## src/rtl/buf_ptr_pkg.sv

```systemverilog
package buf_ptr_pkg;

  typedef enum logic [1:0] {
    SZ_BYTE  = 2'b00,
    SZ_WORD  = 2'b01,
    SZ_DWORD = 2'b10,
    SZ_DWALT = 2'b11
  } acc_size_e;

  localparam int unsigned WORD_W  = 16;
  localparam int unsigned BIT_RX   = 15;
  localparam int unsigned BIT_AUTO = 14;
  localparam int unsigned BIT_RD   = 13;
  localparam int unsigned BIT_RSV  = 12;
  localparam int unsigned BIT_NE   = 11;
  localparam int unsigned PTR_FIELD_W = 11;
  localparam int unsigned STEP_W = 3;

  typedef struct packed {
    logic rx_sel;
    logic auto_en;
    logic rd_dir;
  } ptr_ctrl_t;

endpackage

```

## src/rtl/buf_ptr_rst_sync.sv

```systemverilog
module buf_ptr_rst_sync #(
  parameter int unsigned STAGES = 2
) (
  input  logic clk,
  input  logic rst_n,
  output logic rst_n_sync
);
  logic [STAGES-1:0] sync_q;

  always_ff @(posedge clk or negedge rst_n) begin
    if (!rst_n) sync_q <= '0;
    else        sync_q <= {sync_q[STAGES-2:0], 1'b1};
  end

  assign rst_n_sync = sync_q[STAGES-1];
endmodule

```

## src/rtl/buf_ptr_step.sv

```systemverilog
module buf_ptr_step
  import buf_ptr_pkg::*;
(
  input  logic [1:0]        acc_size,
  output logic [STEP_W-1:0] step
);
  acc_size_e sz;

  always_comb begin
    sz = acc_size_e'(acc_size);
    unique case (sz)
      SZ_BYTE:  step = STEP_W'(1);
      SZ_WORD:  step = STEP_W'(2);
      SZ_DWORD: step = STEP_W'(4);
      SZ_DWALT: step = STEP_W'(4);
      default:  step = STEP_W'(4);
    endcase
  end
endmodule

```

## src/rtl/buf_ptr_store.sv

```systemverilog
module buf_ptr_store
  import buf_ptr_pkg::*;
#(
  parameter int unsigned PTR_W = 11
) (
  input  logic              clk,
  input  logic              rst_n,
  input  logic              wr_lo,
  input  logic              wr_hi,
  input  logic [WORD_W-1:0] wr_data,
  input  logic              acc_valid,
  input  logic              auto_en,
  input  logic [STEP_W-1:0] step,
  output logic [PTR_W-1:0]  ptr_q
);
  localparam int unsigned HI_W = PTR_W - 8;

  logic [PTR_W-1:0] ptr_d;
  logic             ptr_en;
  logic             wr_any;
  logic             unused_hi;

  assign unused_hi = ^wr_data[WORD_W-1:PTR_W];
  assign wr_any    = wr_lo | wr_hi;
  assign ptr_en    = wr_any | (acc_valid & auto_en);

  always_comb begin
    ptr_d = ptr_q;
    if (wr_any) begin
      if (wr_lo) ptr_d[7:0]       = wr_data[7:0];
      if (wr_hi) ptr_d[PTR_W-1:8] = wr_data[8 +: HI_W];
    end else if (acc_valid && auto_en) begin
      ptr_d = ptr_q + PTR_W'(step);
    end
  end

  always_ff @(posedge clk or negedge rst_n) begin
    if (!rst_n)      ptr_q <= '0;
    else if (ptr_en) ptr_q <= ptr_d;
  end

  // no advance while auto-advance is off
  p_hold_r4: assert property (@(posedge clk) disable iff (!rst_n)
    (acc_valid && !auto_en && !wr_any) |=> $stable(ptr_q));

  // advance by the decoded access step
  p_step_r3: assert property (@(posedge clk) disable iff (!rst_n)
    (acc_valid && auto_en && !wr_any) |=> (ptr_q == PTR_W'($past(ptr_q) + $past(step))));

  // all-ones pointer plus one byte returns to zero
  p_wrap_r5: assert property (@(posedge clk) disable iff (!rst_n)
    (acc_valid && auto_en && !wr_any && (ptr_q == {PTR_W{1'b1}}) && (step == STEP_W'(1)))
      |=> (ptr_q == '0));

  // full write beats a simultaneous access
  p_wr_prio_r6: assert property (@(posedge clk) disable iff (!rst_n)
    (wr_lo && wr_hi) |=> (ptr_q == $past(wr_data[PTR_W-1:0])));

endmodule

```

## src/rtl/buf_ptr_ctrl.sv

```systemverilog
module buf_ptr_ctrl
  import buf_ptr_pkg::*;
(
  input  logic      clk,
  input  logic      rst_n,
  input  logic      wr_hi,
  input  logic [2:0] wr_bits,
  output ptr_ctrl_t ctrl_q
);
  ptr_ctrl_t ctrl_d;

  always_comb begin
    ctrl_d = ctrl_q;
    if (wr_hi) ctrl_d = ptr_ctrl_t'(wr_bits);
  end

  always_ff @(posedge clk or negedge rst_n) begin
    if (!rst_n)     ctrl_q <= '0;
    else if (wr_hi) ctrl_q <= ctrl_d;
  end

  // control bits only change on a high-lane write
  p_ctrl_hold_r2: assert property (@(posedge clk) disable iff (!rst_n)
    !wr_hi |=> $stable(ctrl_q));

endmodule

```

## src/rtl/buf_ptr_pkt_sel.sv

```systemverilog
module buf_ptr_pkt_sel #(
  parameter int unsigned PKT_W = 7
) (
  input  logic             clk,
  input  logic             rst_n,
  input  logic             pnum_we,
  input  logic [PKT_W-1:0] pnum_wd,
  input  logic             rx_sel,
  input  logic [PKT_W-1:0] rx_head,
  output logic [PKT_W-1:0] pkt_out
);
  logic [PKT_W-1:0] pnum_q;
  logic [PKT_W-1:0] pnum_d;

  always_comb begin
    pnum_d = pnum_q;
    if (pnum_we) pnum_d = pnum_wd;
  end

  always_ff @(posedge clk or negedge rst_n) begin
    if (!rst_n)       pnum_q <= '0;
    else if (pnum_we) pnum_q <= pnum_d;
  end

  assign pkt_out = rx_sel ? rx_head : pnum_q;

  // a load is kept unmasked
  p_pnum_load_r8: assert property (@(posedge clk) disable iff (!rst_n)
    pnum_we |=> (pnum_q == $past(pnum_wd)));

endmodule

```

## src/rtl/buf_ptr_unit.sv

```systemverilog
module buf_ptr_unit
  import buf_ptr_pkg::*;
#(
  parameter int unsigned PTR_W = 11,
  parameter int unsigned PKT_W = 7
) (
  input  logic              clk,
  input  logic              rst_n,
  input  logic              reg_wr_en,
  input  logic [1:0]        reg_wr_be,
  input  logic [WORD_W-1:0] reg_wr_data,
  output logic [WORD_W-1:0] reg_rd_data,
  input  logic              pnum_wr_en,
  input  logic [PKT_W-1:0]  pnum_wr_data,
  input  logic [PKT_W-1:0]  rxq_head,
  input  logic              data_pending,
  input  logic              acc_valid,
  input  logic [1:0]        acc_size,
  output logic [PTR_W-1:0]  buf_addr,
  output logic [PKT_W-1:0]  buf_pkt,
  output logic              buf_rx_area,
  output logic              buf_read
);
  logic              rst_n_s;
  logic              wr_lo;
  logic              wr_hi;
  logic [STEP_W-1:0] step;
  logic [PTR_W-1:0]  ptr_q;
  ptr_ctrl_t         ctrl_q;

  assign wr_lo = reg_wr_en & reg_wr_be[0];
  assign wr_hi = reg_wr_en & reg_wr_be[1];

  buf_ptr_rst_sync #(.STAGES(2)) u_rst (
    .clk        (clk),
    .rst_n      (rst_n),
    .rst_n_sync (rst_n_s)
  );

  buf_ptr_step u_step (
    .acc_size (acc_size),
    .step     (step)
  );

  buf_ptr_store #(.PTR_W(PTR_W)) u_ptr (
    .clk       (clk),
    .rst_n     (rst_n_s),
    .wr_lo     (wr_lo),
    .wr_hi     (wr_hi),
    .wr_data   (reg_wr_data),
    .acc_valid (acc_valid),
    .auto_en   (ctrl_q.auto_en),
    .step      (step),
    .ptr_q     (ptr_q)
  );

  buf_ptr_ctrl u_ctrl (
    .clk     (clk),
    .rst_n   (rst_n_s),
    .wr_hi   (wr_hi),
    .wr_bits (reg_wr_data[BIT_RX:BIT_RD]),
    .ctrl_q  (ctrl_q)
  );

  buf_ptr_pkt_sel #(.PKT_W(PKT_W)) u_pkt (
    .clk     (clk),
    .rst_n   (rst_n_s),
    .pnum_we (pnum_wr_en),
    .pnum_wd (pnum_wr_data),
    .rx_sel  (ctrl_q.rx_sel),
    .rx_head (rxq_head),
    .pkt_out (buf_pkt)
  );

  assign reg_rd_data = {ctrl_q.rx_sel, ctrl_q.auto_en, ctrl_q.rd_dir,
                        1'b0, data_pending, PTR_FIELD_W'(ptr_q)};
  assign buf_addr    = ptr_q;
  assign buf_rx_area = ctrl_q.rx_sel;
  assign buf_read    = ctrl_q.rd_dir;

  // receive side takes the live queue head
  p_src_rx_r7: assert property (@(posedge clk) disable iff (!rst_n_s)
    buf_rx_area |-> (buf_pkt == rxq_head));

  // status bit mirrors input, reserved bit reads zero
  p_ne_ro_r9: assert property (@(posedge clk) disable iff (!rst_n_s)
    (reg_rd_data[BIT_NE] == data_pending) && !reg_rd_data[BIT_RSV]);

endmodule

```

## config.mk

```make
export PLATFORM = sky130hd
export DESIGN_NAME = buf_ptr_unit
export DESIGN_NICKNAME = d
export VERILOG_FILES = /design/src/rtl/buf_ptr_pkg.sv /design/src/rtl/buf_ptr_rst_sync.sv /design/src/rtl/buf_ptr_step.sv /design/src/rtl/buf_ptr_store.sv /design/src/rtl/buf_ptr_ctrl.sv /design/src/rtl/buf_ptr_pkt_sel.sv /design/src/rtl/buf_ptr_unit.sv
export SDC_FILE = /design/constraint.sdc
export NUM_CORES = 1
export LEC_CHECK = 0
export BUFFER_PORTS_ARGS = -buffer_cell sky130_fd_sc_hd__buf_2
export CELL_PAD_IN_SITES_DETAIL_PLACEMENT = 1
export CELL_PAD_IN_SITES_GLOBAL_PLACEMENT = 2
export CORE_AREA = 4 4 75 91
export CTS_CLUSTER_SIZE = 14
export DETAILED_ROUTE_END_ITERATION = 8
export DIE_AREA = 0 0 79 95
export PLACE_DENSITY = 0.83
export SLEW_MARGIN = 0
export SYNTH_ARGS = -nofsm -noshare
export SYNTH_HDL_FRONTEND = slang
export SYNTH_SLANG_ARGS = --single-unit
```

## constraint.sdc

```tcl
create_clock -name clk -period 1.3 [get_ports clk]
set_clock_uncertainty 0.15 [all_clocks]
set_input_delay 0 -clock clk [delete_from_list [all_inputs] [get_ports clk]]
set_output_delay 0 -clock clk [all_outputs]
set_load 0.005 [all_outputs]
```

==> Word-level counts from Yosys, hierarchy flattened <==
Cells that the tools add are included.
{ "op_classes": {"eq_ne": 5, "n_bitwise": 5, "muxes": 6, "n_reduce_logical": 6, "addsub": 1} }
{ "ops": {"columns": ["operator", "count"], "rows": [
  ["$mux W11", 2],
  ["$add A11 B3 Y11", 1],
  ["$pmux W3 S3", 1],
  ["$mux W8", 1],
  ["$mux W7", 1],
  ["$reduce_and A3 Y1", 2],
  ["$eq A2 B2 Y1 const B", 2],
  ["$ne A2 B1 Y1 const B", 2],
  ["$and A1 B1 Y1", 3],
  ["$mux W3", 1],
  ["$eq A2 B1 Y1 const B", 1],
  ["$logic_not A2 Y1", 1],
  ["$or A1 B1 Y1", 2],
  ["$reduce_bool A2 Y1", 1],
  ["$reduce_or A2 Y1", 1],
  ["$logic_and A1 B1 Y1", 1]
]} }
{ "totals": {"out_inout_bits": 36, "input_bits": 40, "wordCells": 30, "reg_bits": 23} }

==> Depth between registers and ports, before layout <==
Gate-level depths: netlist (run 1).
{ "depth": {"ltp_word": 6, "depth_mapped": 8, "depth_no_buf": 8} }

==> Cells and area by module <==
A second synthesis (run 1) with hierarchy kept.
{ "hier_totals": {"cells_unflattened": 137, "hier_area_um2": 1506.4} }
{ "by_module_without_submodules": {"columns": ["mod", "cells_per_inst", "n_inst", "area_each_um2", "seq_area_each_um2"], "rows": [
  ["buf_ptr_store", 84, 1, 793.3, 275.3],
  ["buf_ptr_pkt_sel", 23, 1, 407.9, 175.2],
  ["buf_ptr_unit", 18, 1, 128.9, 0.0],
  ["buf_ptr_ctrl", 6, 1, 108.9, 75.1],
  ["buf_ptr_rst_sync", 3, 1, 53.8, 50.0],
  ["buf_ptr_step", 3, 1, 13.8, 0.0]
]} }

==> Least setup slack after synthesis (run 1) <==
Ideal clock, no wire load.
{ "synth_path": {"path_type": "flip-flop to flip-flop", "startpoint": "register u_ptr.ptr_q[0]", "endpoint": "register u_ptr.ptr_q[10]", "period_less_slack_ns": 2.014, "path_slack_ns": -0.714, "n_path_buf": 0, "path_stages_with_launch": 8, "arrival_time_ns": 1.742, "required_time_ns": 1.029, "setup_ns": 0.121, "cell_sequence": "dfrtp_1 > ha_1 > inv_1 > fa_1 > nor2b_1 > o2111ai_1 > o22a_1 > o22a_1"} }
{ "synth_via": {"elab_chain_len": 3} }
{ "synth_lines": {"columns": ["item", "line_no", "source"], "rows": [
  ["from (decl)", "buf_ptr_store.sv:14", "output logic [PTR_W-1:0] ptr_q"],
  ["from (signal assigned)", "buf_ptr_store.sv:39", "else if (ptr_en) ptr_q <= ptr_d;"],
  ["$add A11 B3 Y11", "buf_ptr_store.sv:33", "ptr_d = ptr_q + PTR_W'(step);"],
  ["$mux W11", "buf_ptr_store.sv:32", "end else if (acc_valid && auto_en) begin"],
  ["$mux W11", "buf_ptr_store.sv:29", "if (wr_any) begin"]
]} }
Every way passes these cells. The select of a mux whose other input is x is not followed.
A chain may end at the register's enable or synchronous reset.

==> Worst setup path in the final report (run 1) <==
Same ends and word-level chain as after synthesis.

==> results.toml, run 1 <==
[status]
outcome = "finished with violations"
violations = "setup timing"

[route]
drc = 0
drt_iter0_markers = 54
wl_mm = 4.62
dr.pass1.iters = 4
vias = 1470
ant_nets = 0
wl_per_cell_um = 14.1
via_per_inst = 4.48

[power]
switching_power_mw = 1.09
finalPower_mw = 3.09
clock_power_share_pct = 15.3
power.density_nw_per_um2 = 1280
seq_power_share_pct = 32.2
peakVddDrop_mv = 0.409
p_int_mw = 2.01
power_frac_comb_pct = 52.5
switching_share_pct = 35.1
leakage_nw = 1.08

[synthesis]
synth_cells = 139
ys_seq_elements = 23
synth_flop_cell = "dfrtp_1"
syn_nets = 183
synth_cell_type_count = 36
yosys_warnings = 0
async_flop_share_pct = 100
yosysSeqAreaShare_pct = 40.0
syn_area_um2 = 1440
synth_edf_count = 0
syn_area_per_cell_um2 = 10.4

[cts]
cts_made_buffers = 3
cts.sinks = 23
clk_pin_slew_ns = 0.09
clk_latency_ns = 0.27
cts_root_buffer = "clkbuf_8"
cts_buffer_depth = 2
h-tree-depth = 1
tritoncts = "built"

[setup_path]
crit_arrival_ns = 1.94
critPathLaunchType = "flop"
ff2ff_path_depth = 7
path_max_fanout = 6
required_ns = 1.31
end_kind = "flop"
path_class = "flop to flop"

[floorplan]
start_util_pct = 24.1
rows = 31
fp.dieW_um = 79
core_um2 = 5970
die_y_um = 95
die-area_um2 = 7510
num_io_pins = 76

[layout]
antennaDiodeCount = 0
area_growth_pct = 67.7
final_cell_mix = "buf_2 (70), dlygate4sd3_1 (27), buf_4 (25)"
drive_above_1_share_pct = 56.5
fin_area_um2 = 2410
fin_nets = 291
final_common_cell = "buf_2"

[placed_design]
placed_cell_area_um2 = 1980
port_buffers = 70
gp_routability_congestion = 0.765
dp_hpwl_mm = 3.47
place_ws_ns = -0.640

[global_routing]
grt_overflow = 0
grt_pass1_vias = 1636
grt_use_total_pct = 12.8
grt_pass1_wl_mm = 7.67
grt_max_degree = 22
antenna_found_initial = 0

[timing]
worstMarginPinSlew_ns = 0.578
finalMaxSlewViolations = 0
fmax_ghz = 0.518
rsz0062_at_grt = "true"
hold_slack_ns = 0.0695
slew_headroom_pct = 61.4
fin_ws_ns = -0.629
setup_viol = 17
period_share_pct = 148
fin_setup_tns_ns = -5.90
hold_viol = 0
fin_crit_ns = 1.93

[hold_path]
hold_path_class = "flop to asynchronous set/reset pin"

[run]
drv_cap = 0
[flip-flops by register name (all words and copies together), names as in the netlist]
register       cells
u_ptr.ptr_q       11
u_pkt.pnum_q       7
u_ctrl.ctrl_q      3
u_rst.sync_q       2
[stage by stage]
| step | std cells | utilization, % |
|---|---|---|
| detailed placement | 295 | 33.2 |
| global route | 328 | 40.4 |
| finish | 328 | 40.4 |
| floorplan | 139 | - |
| global placement | 295 | 33.2 |
| CTS | 326 | 39.6 |
[cell families after synthesis]
family,synth area share [%]
muxes,14.0
other,0.522
buffers and inverters,11.2
AOI/OAI and AO/OA,21.9
adders and majority gates,4.00
DFF,40.0
and+or+nand+nor,8.35
[final timing paths]
path / slack (ns) / end / start
max: -0.63 / u_ptr.ptr_q[10] / u_ptr.ptr_q[0]
min: 0.07 / u_pkt.pnum_q[3] / u_rst.sync_q[1]
min in group clk: 0.12 / u_ptr.ptr_q[10] / reg_wr_be[1]
min reg2reg: 0.07 / u_pkt.pnum_q[3] / u_rst.sync_q[1]
max in group asynchronous: 0.44 / u_rst.sync_q[1] / rst_n
max reg2reg: -0.63 / u_ptr.ptr_q[10] / u_ptr.ptr_q[0]
[critical path: stages (launching register included)]
cell       delay, ns
dfrtp_1         0.37
ha_2            0.20
inv_2           0.04
fa_2            0.35
nor2b_4         0.21
o2111ai_2       0.16
o22a_1          0.18
o22a_1          0.17
[routing by layer]
layer	vias to the layer above	track usage, %	wire length (um)
li1	703	-	-
met1	721	14.3	1790
met2	44	24.9	2590
met3	2	2.10	211
met4	0	3.01	23
met5	-	0	0
[final cells by class]
| cell class | instances | area [um^2] |
|---|---|---|
| fill | 717 | 3560 |
| tap | 82 | 103 |
| inverter | 3 | 11.3 |
| timing repair buffer | 126 | 862 |
| clock buffer | 4 | 45.0 |
| sequential | 23 | 576 |
| multi-input combinational | 90 | 816 |
[synth_stat cells, types with 3 or more instances]
| master | number | area share [%] |
|---|---|---|
| dfrtp_1 | 23 | 40 |
| o2111ai_1 | 4 | 2.4 |
| nand3_1 | 3 | 1.0 |
| clkbuf_1 | 4 | 1.0 |
| o21ai_1 | 3 | 1.0 |
| o21ai_0 | 5 | 1.7 |
| nand2_1 | 10 | 2.6 |
| ha_1 | 3 | 2.6 |
| buf_4 | 16 | 8.3 |
| mux2_2 | 15 | 12 |
| a21oi_1 | 10 | 3.5 |
| o22a_1 | 5 | 3.0 |
| buf_2 | 3 | 1.0 |
| nor2_1 | 3 | 0.78 |
| inv_1 | 3 | 0.78 |
[what timing repair did]
action / CTS / global route
endpoints found under the hold margin: 24 / 0
endpoints found under the setup margin: 17 / 17
buffers inserted: 0 / 2
resized for setup: 14 / 6
pin swaps: 16 / 8
hold buffers: 27 / 0
[power by group through the flow]
stage          Combinational [mW]  Sequential (mW)  Clock [mW]
5_1_grt                      1.80             1.02       0.522
3_3_place_gp                 1.38             1.00           0
6_report                     1.62            0.996       0.473
4_1_cts                      1.59            0.999       0.495
3_5_place_dp                 1.43             1.01           0
2_1_floorplan               0.741             1.06           0
Power figures use the tool's default switching activity.
==> run 2: changes to the inputs <==
- SKIP_CTS_REPAIR_TIMING: unset -> 1
==> results.toml, run 2 (synthesis gave the netlist of run 1 again) <==
[layout]
final_common_cell = "buf_2"
fin_nets = 290
regMostFlops = "u_ptr.ptr_q"
area_growth_pct = 65.7
finalNonFillerCells = 327
drive_above_1_share_pct = 56.3
antennaDiodeCount = 0
fin_util_pct = 39.9
final_cell_mix = "buf_2 (70), buf_4 (26), dlygate4sd3_1 (25)"
fillerInstances = 714
top_regs = "u_ptr.ptr_q (11), u_pkt.pnum_q (7), u_ctrl.ctrl_q (3)"
largest_register_ffs = 11

[setup_path]
r2r-start = "u_ptr.ptr_q[0]"
crit_arrival_ns = 1.96
required_ns = 1.31
r2r-end = "u_ptr.ptr_q[10]"
path_max_fanout = 6
ff2ff_path_depth = 7
rrSetupSlack_ns = -0.65
end_kind = "flop"
path_class = "flop to flop"
critPathLaunchType = "flop"

[route]
vias = 1472
wl_per_cell_um = 14.0
ant_nets = 0
via_per_inst = 4.50
drc = 0
dr.pass1.iters = 3
drt_iter0_markers = 56
wl_mm = 4.58

[timing]
period_share_pct = 150
hold_slack_ns = -0.0238
worstMarginPinSlew_ns = 0.565
finalMaxSlewViolations = 0
hold_viol = 2
rsz0062_at_grt = "true"
setup_viol = 17
fin_crit_ns = 1.95
slew_headroom_pct = 62.3
fin_ws_ns = -0.646
fmax_ghz = 0.514

[cts]
clk_latency_ns = 0.27
cts_buffer_depth = 2
cts.sinks = 23
cts_made_buffers = 3
tritoncts = "built"
cts_root_buffer = "clkbuf_8"
clk_pin_slew_ns = 0.09
h-tree-depth = 1

[placed_design]
place_ws_ns = -0.640
dp_hpwl_mm = 3.47
port_buffers = 70
gp_routability_congestion = 0.765
placed_cells = 295

[floorplan]
fp.dieW_um = 79
die_y_um = 95
start_util_pct = 24.1
num_io_pins = 76
rows = 31
core_um2 = 5970
die-area_um2 = 7510

[power]
peakVddDrop_mv = 0.410
leakage_nw = 1.08
power.density_nw_per_um2 = 1280

[global_routing]
grt_max_degree = 22
grt_overflow = 0
grt_use_total_pct = 11.7
antenna_found_initial = 0
grt_pass1_wl_mm = 6.97
grt_pass1_vias = 1476

[status]
outcome = "finished with violations"
violations = "hold timing, setup timing"

[hold_path]
hold_path_class = "input pin to flop"
min_path_cells = 3
holdPathEnd = "u_ptr.ptr_q[9]"
worstHoldStart = "reg_wr_en"

[run]
drv_cap = 0
-- run 2: per-layer routing --
metal  global-route usage (%)  vias up  wire, um
li1                         -      701         -
met1                     13.2      725      1820
met2                     22.3       44      2540
met3                     2.48        2       200
met4                     3.01        0        23
met5                        0        -         0
-- run 2: through the flow --
step	area, um^2	power (mW)	hold WS (ns)	setup TNS (ns)
after floorplan	1470	1.80	-0.446	-3.62
after CTS	2030	2.92	-0.661	-6.36
final	2380	3.06	-0.0238	-5.97
after detailed placement	1980	2.44	-0.361	-4.76
after global placement	1980	2.39	-0.365	-4.17
after global routing	2380	3.30	0.00378	-7.38
-- run 2: layout make-up --
class | instances | area [um^2] | share of cell area (%)
Clock buffer | 4 | 45.0 | 1.89
Multi-Input combinational cell | 90 | 801 | 33.6
Sequential cell | 23 | 576 | 24.1
Tap cell | 82 | 103 | 4.30
Timing Repair Buffer | 125 | 850 | 35.6
Inverter | 3 | 11.3 | 0.472
-- run 2: worst max path at each step --
stage / from / endpoint / slack (ns) / cells after the start
after floorplan: u_ptr.ptr_q[0] / u_ptr.ptr_q[10] / -0.55 / 7
after global placement: u_ptr.ptr_q[0] / u_ptr.ptr_q[8] / -0.55 / 7
after detailed placement: u_ptr.ptr_q[0] / u_ptr.ptr_q[10] / -0.64 / 7
after CTS: u_ptr.ptr_q[0] / u_ptr.ptr_q[10] / -0.65 / 7
after global routing: u_ptr.ptr_q[0] / u_ptr.ptr_q[8] / -0.71 / 7
final: u_ptr.ptr_q[0] / u_ptr.ptr_q[10] / -0.65 / 7
-- run 2: worst max-delay path, stage by stage, from the launching register on --
cell and delay, ns:
dfrtp_1 0.37, ha_2 0.20, inv_2 0.04, fa_2 0.35
nor2b_4 0.22, o2111ai_2 0.17, o22a_1 0.18, o22a_1 0.17
-- run 2: power breakdown --
part | internal, mW | total (mW) | switching [mW]
Sequential | 0.872 | 0.995 | 0.123
Clock | 0.219 | 0.470 | 0.251
Combinational | 0.891 | 1.59 | 0.701
Total | 1.98 | 3.06 | 1.08
